## src/rtl/pll_seq_pkg.sv

```systemverilog
package pll_seq_pkg;

    localparam int DW = 32;

    // Byte offsets inside one PLL bank
    localparam logic [7:0] OFS_MODE   = 8'h00;
    localparam logic [7:0] OFS_MULT   = 8'h04;
    localparam logic [7:0] OFS_CFG_LO = 8'h10;
    localparam logic [7:0] OFS_CFG_HI = 8'h14;
    localparam logic [7:0] OFS_CFG_U1 = 8'h18;
    localparam logic [7:0] OFS_OPMODE = 8'h28;
    localparam logic [7:0] OFS_MUX    = 8'h88;

    localparam int MODE_LOCK_BIT = 31;

    // Loop filter settings merged into the configuration words
    localparam logic [DW-1:0] CFG_LO_BITS = (32'd2 << 2) | (32'd2 << 4) | (32'd5 << 7)
                                          | (32'd2 << 10) | (32'd2 << 28);
    localparam logic [DW-1:0] CFG_HI_BITS = (32'd2 << 0) | (32'd1 << 4) | (32'd15 << 6);

    localparam logic [DW-1:0] SRC_FIELD = 32'h3;
    localparam logic [DW-1:0] SRC_EARLY = 32'h2;

    typedef enum logic [1:0] {
        OP_WRITE,   // plain write
        OP_MODIFY,  // read, clear, set, write back
        OP_WAIT,    // pause for the reset release interval
        OP_POLL     // repeat reads of mode until locked or timed out
    } op_kind_e;

    typedef struct packed {
        op_kind_e        kind;
        logic [7:0]      ofs;
        logic            use_mult;
        logic [DW-1:0]   clr;
        logic [DW-1:0]   set;
    } step_t;

    typedef enum logic [2:0] {
        ST_IDLE,
        ST_EXEC,
        ST_READ,
        ST_WRITE,
        ST_WAIT,
        ST_POLL
    } seq_state_e;

    localparam int NUM_STEPS = 13;
    localparam int STEP_W    = $clog2(NUM_STEPS);

    function automatic step_t mk(op_kind_e k, logic [7:0] o, logic m,
                                 logic [DW-1:0] c, logic [DW-1:0] s);
        step_t t;
        t.kind     = k;
        t.ofs      = o;
        t.use_mult = m;
        t.clr      = c;
        t.set      = s;
        return t;
    endfunction

    // The per-PLL program; steps 11 and 12 only run after lock
    function automatic step_t step_rom(logic [STEP_W-1:0] idx);
        case (idx)
            4'd0:    return mk(OP_WRITE,  OFS_CFG_LO, 1'b0, '0, '0);
            4'd1:    return mk(OP_MODIFY, OFS_CFG_LO, 1'b0, '0, CFG_LO_BITS);
            4'd2:    return mk(OP_WRITE,  OFS_CFG_HI, 1'b0, '0, '0);
            4'd3:    return mk(OP_MODIFY, OFS_CFG_HI, 1'b0, '0, CFG_HI_BITS);
            4'd4:    return mk(OP_WRITE,  OFS_CFG_U1, 1'b0, '0, '0);
            4'd5:    return mk(OP_WRITE,  OFS_MULT,   1'b1, '0, '0);
            4'd6:    return mk(OP_MODIFY, OFS_MODE,   1'b0, '0, 32'h2);
            4'd7:    return mk(OP_WAIT,   OFS_MODE,   1'b0, '0, '0);
            4'd8:    return mk(OP_MODIFY, OFS_MODE,   1'b0, '0, 32'h4);
            4'd9:    return mk(OP_MODIFY, OFS_OPMODE, 1'b0, '0, 32'h1);
            4'd10:   return mk(OP_POLL,   OFS_MODE,   1'b0, '0, '0);
            4'd11:   return mk(OP_MODIFY, OFS_MODE,   1'b0, '0, 32'h1);
            default: return mk(OP_MODIFY, OFS_MUX,    1'b0, SRC_FIELD, SRC_EARLY);
        endcase
    endfunction

endpackage

```

## src/rtl/pll_seq_timer.sv

```systemverilog
module pll_seq_timer #(
    parameter int CNT_W = 8
) (
    input  logic             clk,
    input  logic             rst,
    input  logic             clr,
    input  logic             tick,
    output logic [CNT_W-1:0] count
);
    localparam logic [CNT_W-1:0] CNT_MAX = '1;

    // Saturating count of tick pulses since the last clear
    always_ff @(posedge clk) begin
        if (rst || clr) begin
            count <= '0;
        end else if (tick && count != CNT_MAX) begin
            count <= count + 1'b1;
        end
    end
endmodule

```

## src/rtl/pll_seq_bus.sv

```systemverilog
module pll_seq_bus #(
    parameter int DW = 32
) (
    input  logic          clk,
    input  logic          rst,
    input  logic          issue,
    input  logic          issue_we,
    input  logic [DW-1:0] issue_addr,
    input  logic [DW-1:0] issue_data,
    input  logic          bus_ack,
    output logic          bus_req,
    output logic          bus_we,
    output logic [DW-1:0] bus_addr,
    output logic [DW-1:0] bus_wdata,
    output logic          op_done
);
    assign op_done = bus_req & bus_ack;

    // A new issue may coincide with the completion of the previous one
    always_ff @(posedge clk) begin
        if (rst) begin
            bus_req   <= 1'b0;
            bus_we    <= 1'b0;
            bus_addr  <= '0;
            bus_wdata <= '0;
        end else if (issue) begin
            bus_req   <= 1'b1;
            bus_we    <= issue_we;
            bus_addr  <= issue_addr;
            bus_wdata <= issue_data;
        end else if (op_done) begin
            bus_req   <= 1'b0;
        end
    end
endmodule

```

## src/rtl/pll_boot_seq.sv

```systemverilog
module pll_boot_seq
    import pll_seq_pkg::*;
#(
    parameter logic [31:0] BASE_CPU     = 32'h1828_0000,
    parameter logic [31:0] BASE_L3      = 32'h1828_4000,
    parameter int          RST_WAIT_US  = 5,
    parameter int          LOCK_WAIT_US = 100
) (
    input  logic        clk,
    input  logic        rst,
    input  logic        start,
    input  logic [31:0] lval_cpu,
    input  logic [31:0] lval_l3,
    input  logic        us_tick,
    output logic        bus_req,
    output logic        bus_we,
    output logic [31:0] bus_addr,
    output logic [31:0] bus_wdata,
    input  logic [31:0] bus_rdata,
    input  logic        bus_ack,
    output logic        busy,
    output logic        done,
    output logic [1:0]  pll_err
);
    localparam int NUM_PLL = 2;
    localparam int MAX_US  = (LOCK_WAIT_US > RST_WAIT_US) ? LOCK_WAIT_US : RST_WAIT_US;
    localparam int CNT_W   = $clog2(MAX_US + 1) + 1;
    localparam logic [CNT_W-1:0]  WAIT_LIM  = CNT_W'(RST_WAIT_US);
    localparam logic [CNT_W-1:0]  LOCK_LIM  = CNT_W'(LOCK_WAIT_US);
    localparam logic [STEP_W-1:0] LAST_STEP = STEP_W'(NUM_STEPS - 1);

    seq_state_e        state;
    logic [STEP_W-1:0] step_idx;
    logic              pll_sel;
    logic [NUM_PLL-1:0] err_q;
    logic              done_q;

    step_t             cur;
    logic [DW-1:0]     base, mult;
    logic              issue, issue_we;
    logic [DW-1:0]     issue_addr, issue_data;
    logic              op_done;
    logic [CNT_W-1:0]  tmr_cnt;
    logic              locked_rd, advance, fail;

    assign cur       = step_rom(step_idx);
    assign base      = pll_sel ? BASE_L3 : BASE_CPU;
    assign mult      = pll_sel ? lval_l3 : lval_cpu;
    assign locked_rd = bus_rdata[MODE_LOCK_BIT];

    pll_seq_timer #(.CNT_W(CNT_W)) u_timer (
        .clk   (clk),
        .rst   (rst),
        .clr   (state == ST_EXEC),
        .tick  (us_tick),
        .count (tmr_cnt)
    );

    pll_seq_bus #(.DW(DW)) u_bus (
        .clk        (clk),
        .rst        (rst),
        .issue      (issue),
        .issue_we   (issue_we),
        .issue_addr (issue_addr),
        .issue_data (issue_data),
        .bus_ack    (bus_ack),
        .bus_req    (bus_req),
        .bus_we     (bus_we),
        .bus_addr   (bus_addr),
        .bus_wdata  (bus_wdata),
        .op_done    (op_done)
    );

    // Bus requests for the current step
    always_comb begin
        issue      = 1'b0;
        issue_we   = 1'b0;
        issue_addr = base + {24'b0, cur.ofs};
        issue_data = cur.use_mult ? mult : cur.set;
        case (state)
            ST_EXEC: begin
                issue    = (cur.kind != OP_WAIT);
                issue_we = (cur.kind == OP_WRITE);
            end
            ST_READ: begin
                issue      = op_done;
                issue_we   = 1'b1;
                issue_data = (bus_rdata & ~cur.clr) | cur.set;
            end
            ST_POLL: begin
                issue = op_done && !locked_rd && (tmr_cnt < LOCK_LIM);
            end
            default: ;
        endcase
    end

    always_comb begin
        advance = ((state == ST_WRITE) && op_done)
               || ((state == ST_WAIT)  && (tmr_cnt >= WAIT_LIM))
               || ((state == ST_POLL)  && op_done && locked_rd);
        fail    = (state == ST_POLL) && op_done && !locked_rd && (tmr_cnt >= LOCK_LIM);
    end

    always_ff @(posedge clk) begin
        if (rst) begin
            state    <= ST_IDLE;
            step_idx <= '0;
            pll_sel  <= 1'b0;
            err_q    <= '0;
            done_q   <= 1'b0;
        end else begin
            case (state)
                ST_IDLE: if (start) begin
                    state    <= ST_EXEC;
                    step_idx <= '0;
                    pll_sel  <= 1'b0;
                    err_q    <= '0;
                    done_q   <= 1'b0;
                end
                ST_EXEC: begin
                    case (cur.kind)
                        OP_WRITE:  state <= ST_WRITE;
                        OP_MODIFY: state <= ST_READ;
                        OP_WAIT:   state <= ST_WAIT;
                        default:   state <= ST_POLL;
                    endcase
                end
                ST_READ: if (op_done) state <= ST_WRITE;
                default: ;
            endcase

            if (advance || fail) begin
                if (fail) err_q[pll_sel] <= 1'b1;
                if (fail || step_idx == LAST_STEP) begin
                    if (pll_sel) begin
                        state  <= ST_IDLE;
                        done_q <= 1'b1;
                    end else begin
                        pll_sel  <= 1'b1;
                        step_idx <= '0;
                        state    <= ST_EXEC;
                    end
                end else begin
                    step_idx <= step_idx + 1'b1;
                    state    <= ST_EXEC;
                end
            end
        end
    end

    assign busy    = (state != ST_IDLE);
    assign done    = done_q;
    assign pll_err = err_q;

endmodule

```

## config.mk

```make
export PLATFORM = sky130hd
export DESIGN_NAME = pll_boot_seq
export DESIGN_NICKNAME = d
export VERILOG_FILES = /design/src/rtl/pll_seq_pkg.sv /design/src/rtl/pll_seq_timer.sv /design/src/rtl/pll_seq_bus.sv /design/src/rtl/pll_boot_seq.sv
export SDC_FILE = /design/constraint.sdc
export NUM_CORES = 1
export LEC_CHECK = 0
export BUFFER_PORTS_ARGS = -buffer_cell sky130_fd_sc_hd__buf_2
export CELL_PAD_IN_SITES_DETAIL_PLACEMENT = 1
export CELL_PAD_IN_SITES_GLOBAL_PLACEMENT = 2
export CORE_ASPECT_RATIO = 2
export CORE_MARGIN = 4
export CORE_UTILIZATION = 29
export CTS_BUF_LIST = sky130_fd_sc_hd__clkbuf_2 sky130_fd_sc_hd__clkbuf_4 sky130_fd_sc_hd__clkbuf_8
export CTS_CLUSTER_DIAMETER = 120
export DETAILED_ROUTE_END_ITERATION = 10
export GPL_TIMING_DRIVEN = 0
export PLACE_DENSITY_LB_ADDON = 0.25
export SETUP_SLACK_MARGIN = 0.05
export SLEW_MARGIN = 40
export SYNTH_ARGS = -nofsm -noshare
export SYNTH_HDL_FRONTEND = slang
export SYNTH_SLANG_ARGS = --single-unit
```

## constraint.sdc

```tcl
create_clock -name clk -period 6.1 [get_ports clk]
set_input_delay 1.22 -clock clk [delete_from_list [all_inputs] [get_ports clk]]
set_output_delay 1.22 -clock clk [all_outputs]
set_load 0.02 [all_outputs]
```

# Yosys cells after proc, flatten, opt, wreduce, memory -nomap -nowiden

Memories as Yosys holds them, arrays and structs flattened. A register that Yosys moved wholly into a read port is not among the register bits.
Cells that the tools add are included.

Equality and inequality tests: 12
Bitwise gates (word level): 5
$mul: 0
Shift-type cells: 0
Add/sub/neg operators: 3
Muxes and demuxes: 38
Reduce and logical (&&, ||, !) cells: 22
Div/mod/pow operators: 0
$lt $le $gt $ge: 5

Operator list:

| kind                                                                          | number |
|---|---|
| 32-bit 2-to-1 mux                                                             | 3 |
| 32-bit bitwise AND                                                            | 1 |
| 32-bit NOT                                                                    | 1 |
| 32-bit OR                                                                     | 1 |
| 29-bit by 8-bit adder with 30-bit output                                      | 1 |
| 4-bit 2-to-1 mux                                                              | 6 |
| 3-bit case mux with 3 select lines                                            | 2 |
| 15-bit 2-to-1 mux                                                             | 1 |
| 1-bit 2-to-1 mux                                                              | 14 |
| 3-bit 2-to-1 mux                                                              | 4 |
| 1-bit logical AND                                                             | 10 |
| 2-bit 2-to-1 mux                                                              | 5 |
| 8-bit by 1-bit adder with 8-bit output (second input constant)                | 1 |
| 8-bit by 3-bit >= comparator with 1-bit output (second input constant)        | 1 |
| 8-bit by 7-bit >= comparator with 1-bit output (second input constant)        | 1 |
| 8-bit by 7-bit less-than comparator with 1-bit output (second input constant) | 1 |
| 8-bit inequality test (second input constant)                                 | 1 |
| 3-bit by 2-bit == test with 1-bit output (second input constant)              | 2 |
| 3-bit == test (second input constant)                                         | 2 |
| 3-bit inequality test (second input constant)                                 | 2 |
| 1-bit logical OR                                                              | 5 |
| 4-bit by 1-bit adder with 4-bit output (second input constant)                | 1 |
| 4-bit == test (second input constant)                                         | 1 |
| 4-bit nonzero test                                                            | 1 |
| other kinds (17)                                                              | 17 |

Memories kept: 1
Word-level logic and storage cells: 96
Memory bits (read-only): 352
Bits in latches: 0
Flip-flop bits (word level): 85
RAM bits: 0
Input port bits: 101
Output and inout port bits: 70

Memory list:

| name            | depth | width | read ports | clocked after memory_dff | write ports | RTL line          | text |
|---|---|---|---|---|---|---|---|
| (no name shown) | 16    | 22    | 1          | 1                        | 0           | pll_seq_pkg.sv:64 | `case (idx)` |

# Depth between registers and ports, before layout

Depth in word-level cells: 8
Depth in mapped cells: 10
Mapped depth without buffers: 10

# By module

From an unflattened synthesis, not the netlist that was laid out.

Cells, all modules: 530
Area total of the unflattened synthesis: 4934.7 um2

By module, submodules not included:

| module        | sequential area each (um2) | cells each | instances | area each (um2) |
|---|---|---|---|---|
| pll_seq_bus   | 1321.3                     | 215        | 1         | 2392.3 |
| pll_boot_seq  | 500.5                      | 267        | 1         | 2120.8 |
| pll_seq_timer | 160.2                      | 48         | 1         | 421.7 |

# Least setup slack after synthesis

No wires, ideal clock.

Kind: input -> register
Start: input bus_rdata[31]
End: register, netlist name cur[67]
Cell stages on the path: 7
Path buffers: 0
Path slack: 3.149 ns
Data required time: 6.021 ns
Arrival time: 2.872 ns
Cells stage by stage: nand4b_1 a211oi_2 a31o_4 o2bb2ai_4 a32oi_2 or3_1 a211oi_2

Cells in the longest elaborated chain, start to end: 7
Elaborated cells between the ends (all ways): 10

Ends and longest elaborated chain:

| element                        | RTL line            | text |
|---|---|---|
| start, declared                | pll_boot_seq.sv:19  | `input logic [31:0] bus_rdata,` |
| 1-bit logical NOT              | pll_boot_seq.sv:101 | `fail = (state == ST_POLL) && op_done && !locked_rd && (tmr_cnt >= LOCK_LIM);` |
| 1-bit logical AND (2 in a row) | pll_boot_seq.sv:101 |  |
| 1-bit logical OR               | pll_boot_seq.sv:134 | `if (fail \|\| step_idx == LAST_STEP) begin` |
| 4-bit 2-to-1 mux               | pll_boot_seq.sv:134 |  |
| 4-bit 2-to-1 mux (*)           | pll_boot_seq.sv:132 | `if (advance \|\| fail) begin` |
| 4-bit 2-to-1 mux (no line) (*) | n/a                 |  |

Every way passes the cells marked *; elsewhere a longest branch is shown, timed or not.
A chain may end at the register's enable or synchronous reset.

# Worst setup path in the final report

Start: input bus_rdata[31]
End: register, netlist name cur[68]

Cells in the longest elaborated chain, start to end: 7
Elaborated cells between the ends (all ways): 10

Ends and longest elaborated chain:

| element                        | RTL line |
|---|---|
| 1-bit logical NOT              | pll_boot_seq.sv:101 |
| 1-bit logical AND (2 in a row) | pll_boot_seq.sv:101 |
| 1-bit logical OR               | pll_boot_seq.sv:134 |
| 4-bit 2-to-1 mux               | pll_boot_seq.sv:134 |
| 4-bit 2-to-1 mux (*)           | pll_boot_seq.sv:132 |
| 4-bit 2-to-1 mux (no line) (*) | n/a |

Marks and branches as above.

==> out/results.ini <==
[critical_path]
worst_setup_path_start_kind=primary input
slowest_delay_ps=450
critPathTopFamily=compound AO/OA/AOI/OAI gates
crit_arrival_ps=3320
r2r_end=cur[2]
crit_slowest_cell=a211oi_2
r2r_start=u_timer.count[0]
critPathKind=in2reg
path_cells=buf_2, nand4b_1, a211oi_2, a31o_4, o2bb2ai_4, a31oi_2, or2_1, o32ai_1
critPathCaptureType=flop
critical_path_depth=8
required_ps=6360
crit_fanout=10
reg2regPathDepth=9
critPathBufInv=1
r2r_slack_ps=3500

[route]
drc=0
drt-wirelength-per-cell_um=17.5
dr.pass1.iters=4
ant_nets=0
drt_wl_total_um=14200
vias=4047
via_per_inst=4.98
first_iter_violations=108

[die]
ios=171
core_um2=13400
die_w_um=90.3
die_area_um2=15600
die_y_um=173
rows=60
initial_core_util_pct=29.4

[placed_design]
dpl.hpwl_um=11500
pre_cts_ws_ps=2630
placed_area_um2=4950
io_buffers=148
place.gp.congestion=0.792

[global_routing]
grt_pass1_vias=4354
grt_max_degree=13
grt_overflow=0
grt_use_total_pct=18.2
antenna_found_initial=0
grt_pass1_wl_um=22800

[timing]
max_freq_ghz=0.327
rsz0062_at_grt=false
post-route-period-util_pct=50.2
finalSetupTns_ps=0
fin_crit_ps=3060
hold_ws_ps=450
skew_ps=12.3
fin_ws_ps=3040
worst_slew_pin_slew_ps=765
relSlewSlack_pct=49.0
maxSlewViolCount=0
hold_viol_final=0
setup_viol=0

[yosys]
synth_cells=472
ys_ff_latch=74
yosysSeqAreaShare_pct=37.7
synth.area.top_cells=dfxtp_1 38%, mux2i_1 8.1%, nor2_1 7.8%
async_flop_share_pct=0
synth_edf_count=0
yosysTopAreaCellShare_pct=37.7
synth_area_per_cell_um2=8.33
yosysTopAreaCell=dfxtp_1
ys_types=53
yosysWarnings=0
synth_area_um2=3930
ys.flop_type=dfxtp_1

[power_and_ir_drop]
switching_share_pct=33.2
switching_power_w=0.000384
power.share.clock_pct=30.9
irDropWorstVdd_mv=0.111
pwr-share-seq_pct=45.2
intPower_w=0.000774
powerDensity_nw_per_um2=226
pwr-share-comb_pct=23.9
power_w=0.00116
leakage_nw=2.24

[finish]
fin_area_um2=5120
num_antenna_cells=0
mostFrequentLayoutCells=150 x buf_2, 82 x nor2_1, 74 x dfxtp_1
area_growth_pct=30.3
final_common_cell=buf_2
multi_input_area_um2=2140
regArea_um2=1480
layout-drive-gt1-share_pct=31.5
fillCellCount=1680
nets=763

[job]
maxCapViolCount=0

[clock_tree]
clkLatencyLatePin_ps=370
cts_setup_buffers=0
clk_path_buf_depth=2
cts_resized=0
postCtsHoldBufs=0
htreeDepth=3
clock-root-buffer=clkbuf_8
cts.sinks=74
cts_made_buffers=9
cts_tree=done
path_clk_slew_ps=80

[worst_hold_path]
hold_path_startpoint=cur[69]
holdPathEnd=u_bus.bus_addr[4]
hold_class=reg2reg
hold_depth=2

[outcome]
status=complete, no violations

synthesized netlist by cell type, types with 2 or more instances:
cell type,count
and2_1,3
nand4_1,3
buf_2,2
a32oi_1,2
nand3_1,5
a22oi_1,2
or3_1,4
nor3_1,26
o21bai_1,2
o32ai_1,3
a21oi_1,30
a211oi_1,3
a31oi_1,4
buf_4,25
buf_1,5
mux2i_1,32
o311ai_1,2
ha_1,10
xor2_1,6
nand2b_1,10
nor2_1,82
dfxtp_1,74
o21ai_0,14
a211oi_2,3
a221oi_1,30
nand2_1,20
inv_1,21
clkbuf_1,24
registers in the layout (all words and copies together) (netlist names):
| name | cells |
|---|---|
| u_bus.bus_we | 1 |
| state | 3 |
| step_idx | 4 |
| u_timer.count | 8 |
| done | 1 |
| u_bus.bus_req | 1 |
| pll_sel | 1 |
| pll_err | 2 |
| cur | 14 |
| u_bus.bus_addr | 7 |
| u_bus.bus_wdata | 32 |
worst max path at each step:
stage                        startpoint      end  slack (ps)
after floorplan           bus_rdata[31]  cur[67]        3150
after global placement    bus_rdata[31]  cur[68]        2630
after detailed placement  bus_rdata[31]  cur[68]        2630
after CTS                 bus_rdata[31]  cur[68]        2990
after global routing      bus_rdata[31]  cur[68]        2900
final                     bus_rdata[31]  cur[68]        3040
layout make-up:
| cell class | instances | share of cell area [%] |
|---|---|---|
| clock buffers | 11 | 2.83 |
| clock inverters | 5 | 0.586 |
| inverters | 21 | 1.54 |
| well taps | 155 | 3.79 |
| multi-input cells | 342 | 41.9 |
| flip-flops and latches | 74 | 28.9 |
| plain buffers | 56 | 6.01 |
| repair buffers | 148 | 14.5 |
cell families after synthesis:
group / count (synthesis) / synth area share (%)
flops: 74 / 37.7
other cells: 1 / 0.0954
fa+ha+maj: 10 / 3.18
buf+inv: 77 / 9.80
xor+xnor: 7 / 1.56
compound gates: 108 / 20.7
simple gates: 163 / 18.9
mux: 32 / 8.15
per-layer routing:
layer | global-route usage (%) | part of all wire [%] | vias to the layer above
li1 | - | - | 1984
met1 | 18.4 | 36 | 1924
met2 | 36.0 | 57 | 116
met3 | 4.01 | 4.4 | 23
met4 | 5.95 | 2.6 | 0
met5 | 0 | 0 | -
power by group through the flow:
stage | logic, W | clock network, W | registers, W
after detailed placement | 0.000280 | 0 | 0.000535
after floorplan | 0.000145 | 0 | 0.000562
after global routing | 0.000307 | 0.000386 | 0.000527
after global placement | 0.000274 | 0 | 0.000534
final | 0.000277 | 0.000358 | 0.000523
after CTS | 0.000281 | 0.000367 | 0.000524
stage by stage:
| step | utilization (%) | cells |
|---|---|---|
| floorplan | - | 493 |
| global placement | 37.0 | 796 |
| detailed placement | 37.0 | 796 |
| CTS | 38.3 | 812 |
| finish | 38.3 | 812 |
| global route | 38.3 | 812 |
worst reg2reg max path, cell delays in order, from the launching register on:
cell and delay, ps:
dfxtp_1 450, inv_1 110, ha_1 200, nand2b_1 90, a211oi_2 80, o32ai_1 430
o2bb2ai_4 170, a31oi_2 500, o311ai_0 300, nor3_1 200
Power figures use the tool's default switching activity.
